==> src/rtl/unit_dep_pkg.sv <==
// Package: shared helpers for the unit dependency matrix.
// Assumes no configuration has more than MAX_UNITS units.
package unit_dep_pkg;
    localparam int MAX_UNITS = 64;

    // True when no bit of the zero-extended vector is set (wide NOR).
    function automatic logic all_clear(input logic [MAX_UNITS-1:0] v);
        return (v == '0);
    endfunction
endpackage

==> src/rtl/dep_row.sv <==
// Module: dep_row
// One row of one bit plane. It holds the dependencies of unit ROW on
// other units. A load replaces the row; clears drop columns and take
// priority over the load. The diagonal cell is always zero.
// Assumes ROW < N_UNITS <= MAX_UNITS.
module dep_row #(
    parameter int N_UNITS = 8,
    parameter int ROW     = 0
) (
    input  logic               clk,
    input  logic               rst_n,
    input  logic               load,
    input  logic [N_UNITS-1:0] load_bits,
    input  logic [N_UNITS-1:0] clr_cols,
    output logic [N_UNITS-1:0] row_q,
    output logic               ready
);
    import unit_dep_pkg::*;

    localparam logic [N_UNITS-1:0] SELF_MASK = N_UNITS'(1) << ROW;

    // Row register: reset, load with clears applied, or clear only.
    always_ff @(posedge clk) begin
        if (!rst_n)
            row_q <= '0;
        else if (load)
            row_q <= load_bits & ~clr_cols & ~SELF_MASK;
        else
            row_q <= row_q & ~clr_cols;
    end

    // Readiness: wide NOR across the row.
    always_comb ready = all_clear(MAX_UNITS'(row_q));
endmodule

==> src/rtl/dep_plane.sv <==
// Module: dep_plane
// One square bit plane: a dep_row per unit. The issuing unit's row is
// loaded; the completion vector clears columns in every row.
// Assumes issue_unit is one-hot or zero.
module dep_plane #(
    parameter int N_UNITS = 8
) (
    input  logic                       clk,
    input  logic                       rst_n,
    input  logic                       issue_valid,
    input  logic [N_UNITS-1:0]         issue_unit,
    input  logic [N_UNITS-1:0]         dep_bits,
    input  logic [N_UNITS-1:0]         done_units,
    output logic [N_UNITS*N_UNITS-1:0] rows_flat,
    output logic [N_UNITS-1:0]         ready
);
    localparam int CELLS = N_UNITS * N_UNITS;

    logic [N_UNITS-1:0] row_load;

    // Per-row load strobe from the one-hot issue selector.
    always_comb row_load = issue_unit & {N_UNITS{issue_valid}};

    for (genvar r = 0; r < N_UNITS; r++) begin : g_row
        dep_row #(
            .N_UNITS (N_UNITS),
            .ROW     (r)
        ) u_row (
            .clk       (clk),
            .rst_n     (rst_n),
            .load      (row_load[r]),
            .load_bits (dep_bits),
            .clr_cols  (done_units),
            .row_q     (rows_flat[r*N_UNITS +: N_UNITS]),
            .ready     (ready[r])
        );
    end

    if (CELLS > unit_dep_pkg::MAX_UNITS * unit_dep_pkg::MAX_UNITS) begin : g_size_err
        $error("dep_plane: too many units");
    end
endmodule

==> src/rtl/unit_dep_matrix.sv <==
// Module: unit_dep_matrix (top)
// Unit-to-unit dependency matrix with a read-hazard plane and a
// write-hazard plane. It gives per-unit may_read / may_write flags.
// Assumes issue_unit is one-hot or zero; reset is synchronous active-low.
module unit_dep_matrix #(
    parameter int N_UNITS = 8
) (
    input  logic               clk,
    input  logic               rst_n,
    input  logic               issue_valid,
    input  logic [N_UNITS-1:0] issue_unit,
    input  logic [N_UNITS-1:0] raw_deps,
    input  logic [N_UNITS-1:0] war_deps,
    input  logic [N_UNITS-1:0] done_units,
    output logic [N_UNITS-1:0] may_read,
    output logic [N_UNITS-1:0] may_write
);
    localparam int CELLS = N_UNITS * N_UNITS;

    logic [CELLS-1:0] raw_cells;
    logic [CELLS-1:0] war_cells;

    // Read plane: waits for producers' results.
    dep_plane #(.N_UNITS(N_UNITS)) u_raw (
        .clk         (clk),
        .rst_n       (rst_n),
        .issue_valid (issue_valid),
        .issue_unit  (issue_unit),
        .dep_bits    (raw_deps),
        .done_units  (done_units),
        .rows_flat   (raw_cells),
        .ready       (may_read)
    );

    // Write plane: waits for earlier readers before overwriting.
    dep_plane #(.N_UNITS(N_UNITS)) u_war (
        .clk         (clk),
        .rst_n       (rst_n),
        .issue_valid (issue_valid),
        .issue_unit  (issue_unit),
        .dep_bits    (war_deps),
        .done_units  (done_units),
        .rows_flat   (war_cells),
        .ready       (may_write)
    );
endmodule


==> config.mk <==
export PLATFORM = sky130hd
export DESIGN_NAME = unit_dep_matrix
export DESIGN_NICKNAME = d
export VERILOG_FILES = /design/src/rtl/unit_dep_pkg.sv /design/src/rtl/dep_row.sv /design/src/rtl/dep_plane.sv /design/src/rtl/unit_dep_matrix.sv
export SDC_FILE = /design/constraint.sdc
export NUM_CORES = 1
export LEC_CHECK = 0
export ABC_CLOCK_PERIOD_IN_PS = 2700
export CAP_MARGIN = 10
export CORE_MARGIN = 4
export CORE_UTILIZATION = 40
export DETAILED_ROUTE_END_ITERATION = 12
export SLEW_MARGIN = 25
export SYNTH_ARGS = -nofsm -noshare
export SYNTH_HDL_FRONTEND = slang
export SYNTH_SLANG_ARGS = --single-unit
==> constraint.sdc <==
create_clock -name clk -period 2.7 [get_ports clk]
set_clock_uncertainty 0.1 [all_clocks]
set_input_delay 0.81 -clock clk [delete_from_list [all_inputs] [get_ports clk]]
set_output_delay 0.81 -clock clk [all_outputs]
set_load 0.02 [all_outputs]
==> metrics.md <==
| Metric | Value |
|---|---|
| Synthesized Nets | `~660` |
| Unique masters post-synth | `16` |
| Worst-path clk slew | `0.06 ns` |
| Drt first pass iters | `5` |
| Max-cap violations | `0` |
| Global-route wire length before repair | `24540 um` |
| Antenna Cells | `0` |
| Design Area, Final | `~6900 um^2` |
| Vias | `approximately 4700` |
| Clock share of power | `51.8%` |
| Async SR Flop Fraction | `0%` |
| X dimension of the die | `around 130 um` |
| R2r setup slk | `about 1.8 ns` |
| Sinks on Clock Net | `roughly 130` |
| Dominant synthesized flop cell | `dfxtp_1` |
| Synth top area cells | `dfxtp_1, a21bo_1, a21oi_1, nand3_1, a21bo_2` |
| Max-slew headroom | `64.17%` |
| Avg WL per Cell | `18.62 um` |
| # nets final | `675` |
| R2R Path Start | `u_raw.g_row[7].u_row.row_q[0]` |
| Initial DRC count | `between 400 and 500` |
| Required @ worst endpoint | `between 1.5 and 2 ns` |
| Worst reg2reg path depth | `2` |
| Detail Route Antenna Nets | `0` |
| Comb power frac | `roughly a tenth` |
| Total GRT Usage | `a little under a fifth` |
| Syn avg cell area | `around 9.3 um^2` |
| Seq. cell area | `2562 um^2` |
| Synthesized netlist cell count | `approximately 630` |
| Largest net degree at the start of global routing | `82` |
| # DRC | `0` |
| Yosys reg bits | `between 100 and 150` |
| Achievable Freq | `between 300 and 400 MHz` |
| Routability cong. | `~0.75` |
| Number of port buffers | `50` |
| H-tree depth | `4` |
| Synth cell count leaders | `dfxtp_1, a21oi_1, nand3_1` |
| Initial antenna violation count | `0` |
| Via density | `5.631` |
| Grt total ovfl | `0` |
| Finished Layout Cells | `833` |
| Cts bufs inserted | `17` |
| Layout cell share with drive strength beyond 1 | `16.39%` |
| Final hold viol count | `0` |
| Final setup viols | `0` |
| Root buffer cell | `clkbuf_16` |
| Initial Util | `around 41%` |
| Detailed Place HPWL | `around 9500 um` |
| Die Y | `between 100 and 150 um` |
| Placement Cell Area | `~6300 um^2` |
| Area of the multi-input gates | `about 2800 um^2` |
| Sw frac | `around 22%` |
| Die area | `~17000 um^2` |
| Worst EP arrival | `roughly 1.7 ns` |
| Status | `completed` |
| Longest Clk Path Bufs | `2` |
| Final wirelength | `roughly 16000 um` |
| Placed insts | `around 800` |
| Final period utilization | `between 90% and 100%` |
| Type of origin of the critical path | `flop` |
| Fillers | `between 1000 and 1500` |
| Worst Path Max Fanout | `2` |
| Leakage | `2.682 nW` |
| Final WS setup | `about 0.060 ns` |
| RSZ-0062 raised after global routing | `false` |
| Slew @ Worst Pin | `approximately 0.54 ns` |
| Post-synth EDFFs | `0` |
| HP Class | `reg2reg` |
| Min Tclk post-route | `approximately 2.6 ns` |
| Synth Warn # | `0` |
| # IOs | `about 50` |
| Skew-Pair Late Insertion Delay | `approximately 0.4 ns` |
| Part of the power in registers | `a little under 40%` |
| Final Max Slew Viols | `0` |
| Worst setup EP type | `output pin` |
| Switch Pwr | `~1.1 mW` |
| Hold depth | `1` |
| Int Pwr | `slightly below 4 mW` |
| Worst hold endpoint | `u_raw.g_row[0].u_row.row_q[0]` |
| Reg2reg end | `u_raw.g_row[7].u_row.row_q[0]` |
| Layout area overhead | `19.08%` |
| Top-count cell post-synth | `dfxtp_1` |
| Sequential area share after synthesis | `between 40% and 50%` |
| Worst hold start | `u_raw.g_row[0].u_row.row_q[0]` |
| CTS tree | `built` |
| Worst slack, placed | `about 0.16 ns` |
| Crit Path Class | `reg2out` |
| Synth Cell Area | `about 5800 um^2` |
| Core area | `14040 um^2` |
| Row cnt | `43` |
| Vias in the first global route | `around 4500` |
| Setup TNS | `0 ns` |
| Synth top area share | `around 44%` |
| Max VDD drop | `about 0.45 mV` |
| Leading area contributor after synthesis | `dfxtp_1` |
| Pwr per Cell Area | `a little over 700 nW/um^2` |
[worst max-delay path by stage]
stage,startpoint,endpoint,slack [ns],depth (start not counted)
after floorplan,u_raw.g_row[6].u_row.row_q[1],may_read[6],0.77,3
after global placement,u_war.g_row[6].u_row.row_q[1],may_write[6],0.14,3
after detailed placement,u_war.g_row[6].u_row.row_q[1],may_write[6],0.16,3
after CTS,u_war.g_row[6].u_row.row_q[1],may_write[6],0.003,3
after global routing,u_raw.g_row[7].u_row.row_q[1],may_read[7],0.009,3
final,u_raw.g_row[3].u_row.row_q[6],may_read[3],0.06,3
[worst max-delay path: stages, from the launching register on]
cell and delay (ns):
dfxtp_1 0.31, or4_1 0.57, nor2_1 0.11, dlygate4sd2_1 0.34
[sequential cells by signal, indices dropped and copies added, names as in the netlist]
signal / cells
u_war.g_row.u_row.row_q: 64
u_raw.g_row.u_row.row_q: 64
[final cells by class]
type	instances	share of cell area (%)
Tap cell	180	3.248
Clock buffer	21	6.785
Multi-Input combinational cell	424	40.20
Sequential cell	128	36.95
Clock inverter	11	2.995
Timing Repair Buffer	69	9.816
[power groups by stage]
stage / Clock [mW] / Sequential, mW / Combinational (mW)
after floorplan: 0 / 1.98 / 0.337
after global placement: 0 / 1.98 / 0.500
after detailed placement: 0 / 1.98 / 0.506
after CTS: 2.65 / 1.94 / 0.490
after global routing: 2.74 / 1.94 / 0.526
final: 2.61 / 1.94 / 0.487
[logic make-up after synthesis]
logic type,synth area share [%]
AOI/OAI and AO/OA,28.88
buffers and inverters,8.122
DFF,44.01
and+or+nand+nor,18.99
[per-stage QoR]
| stage | utilization (%) | power, mW | hold WS [ns] |
|---|---|---|---|
| after floorplan | - | 2.312 | 0.3442 |
| after global placement | 44.74 | 2.479 | 0.3670 |
| after detailed placement | 44.74 | 2.487 | 0.3682 |
| after CTS | 49.44 | 5.081 | 0.3806 |
| after global routing | 49.38 | 5.213 | 0.3927 |
| final | 49.38 | 5.044 | 0.3820 |
[metal layers]
layer  vias up  part of all wire (%)  track usage (%)  wire length [um]
met5         -                     0                0                 0
met4         0                   1.4            5.250               223
met3        19                   5.3            5.147               827
met2       131                    45            28.60              6920
met1      2262                    49            27.22              7535
li1       2279                     -                -                 -
[cell usage in the layout (no fill, tap or decap), types with 13 or more instances in the layout]
cell type and count:
or4_1 32, clkbuf_16 17, buf_4 14, a21oi_1 112
and3_1 16, dfxtp_1 128, nand3_1 112, clkdlybuf4s50_1 33
dlygate4sd2_1 13, a21bo_2 52, a21bo_1 60, nor2_1 16
[repair_timing]
action / CTS / global route
cloned: 0 / 0
setup buffers: 0 / 0
endpoints found under the hold margin: 0 / 0
gates resized for setup: 18 / 3
setup endpoints to repair: 16 / 3
hold buffers: 0 / 0
Note: power is estimated with default switching activity, not from simulation.
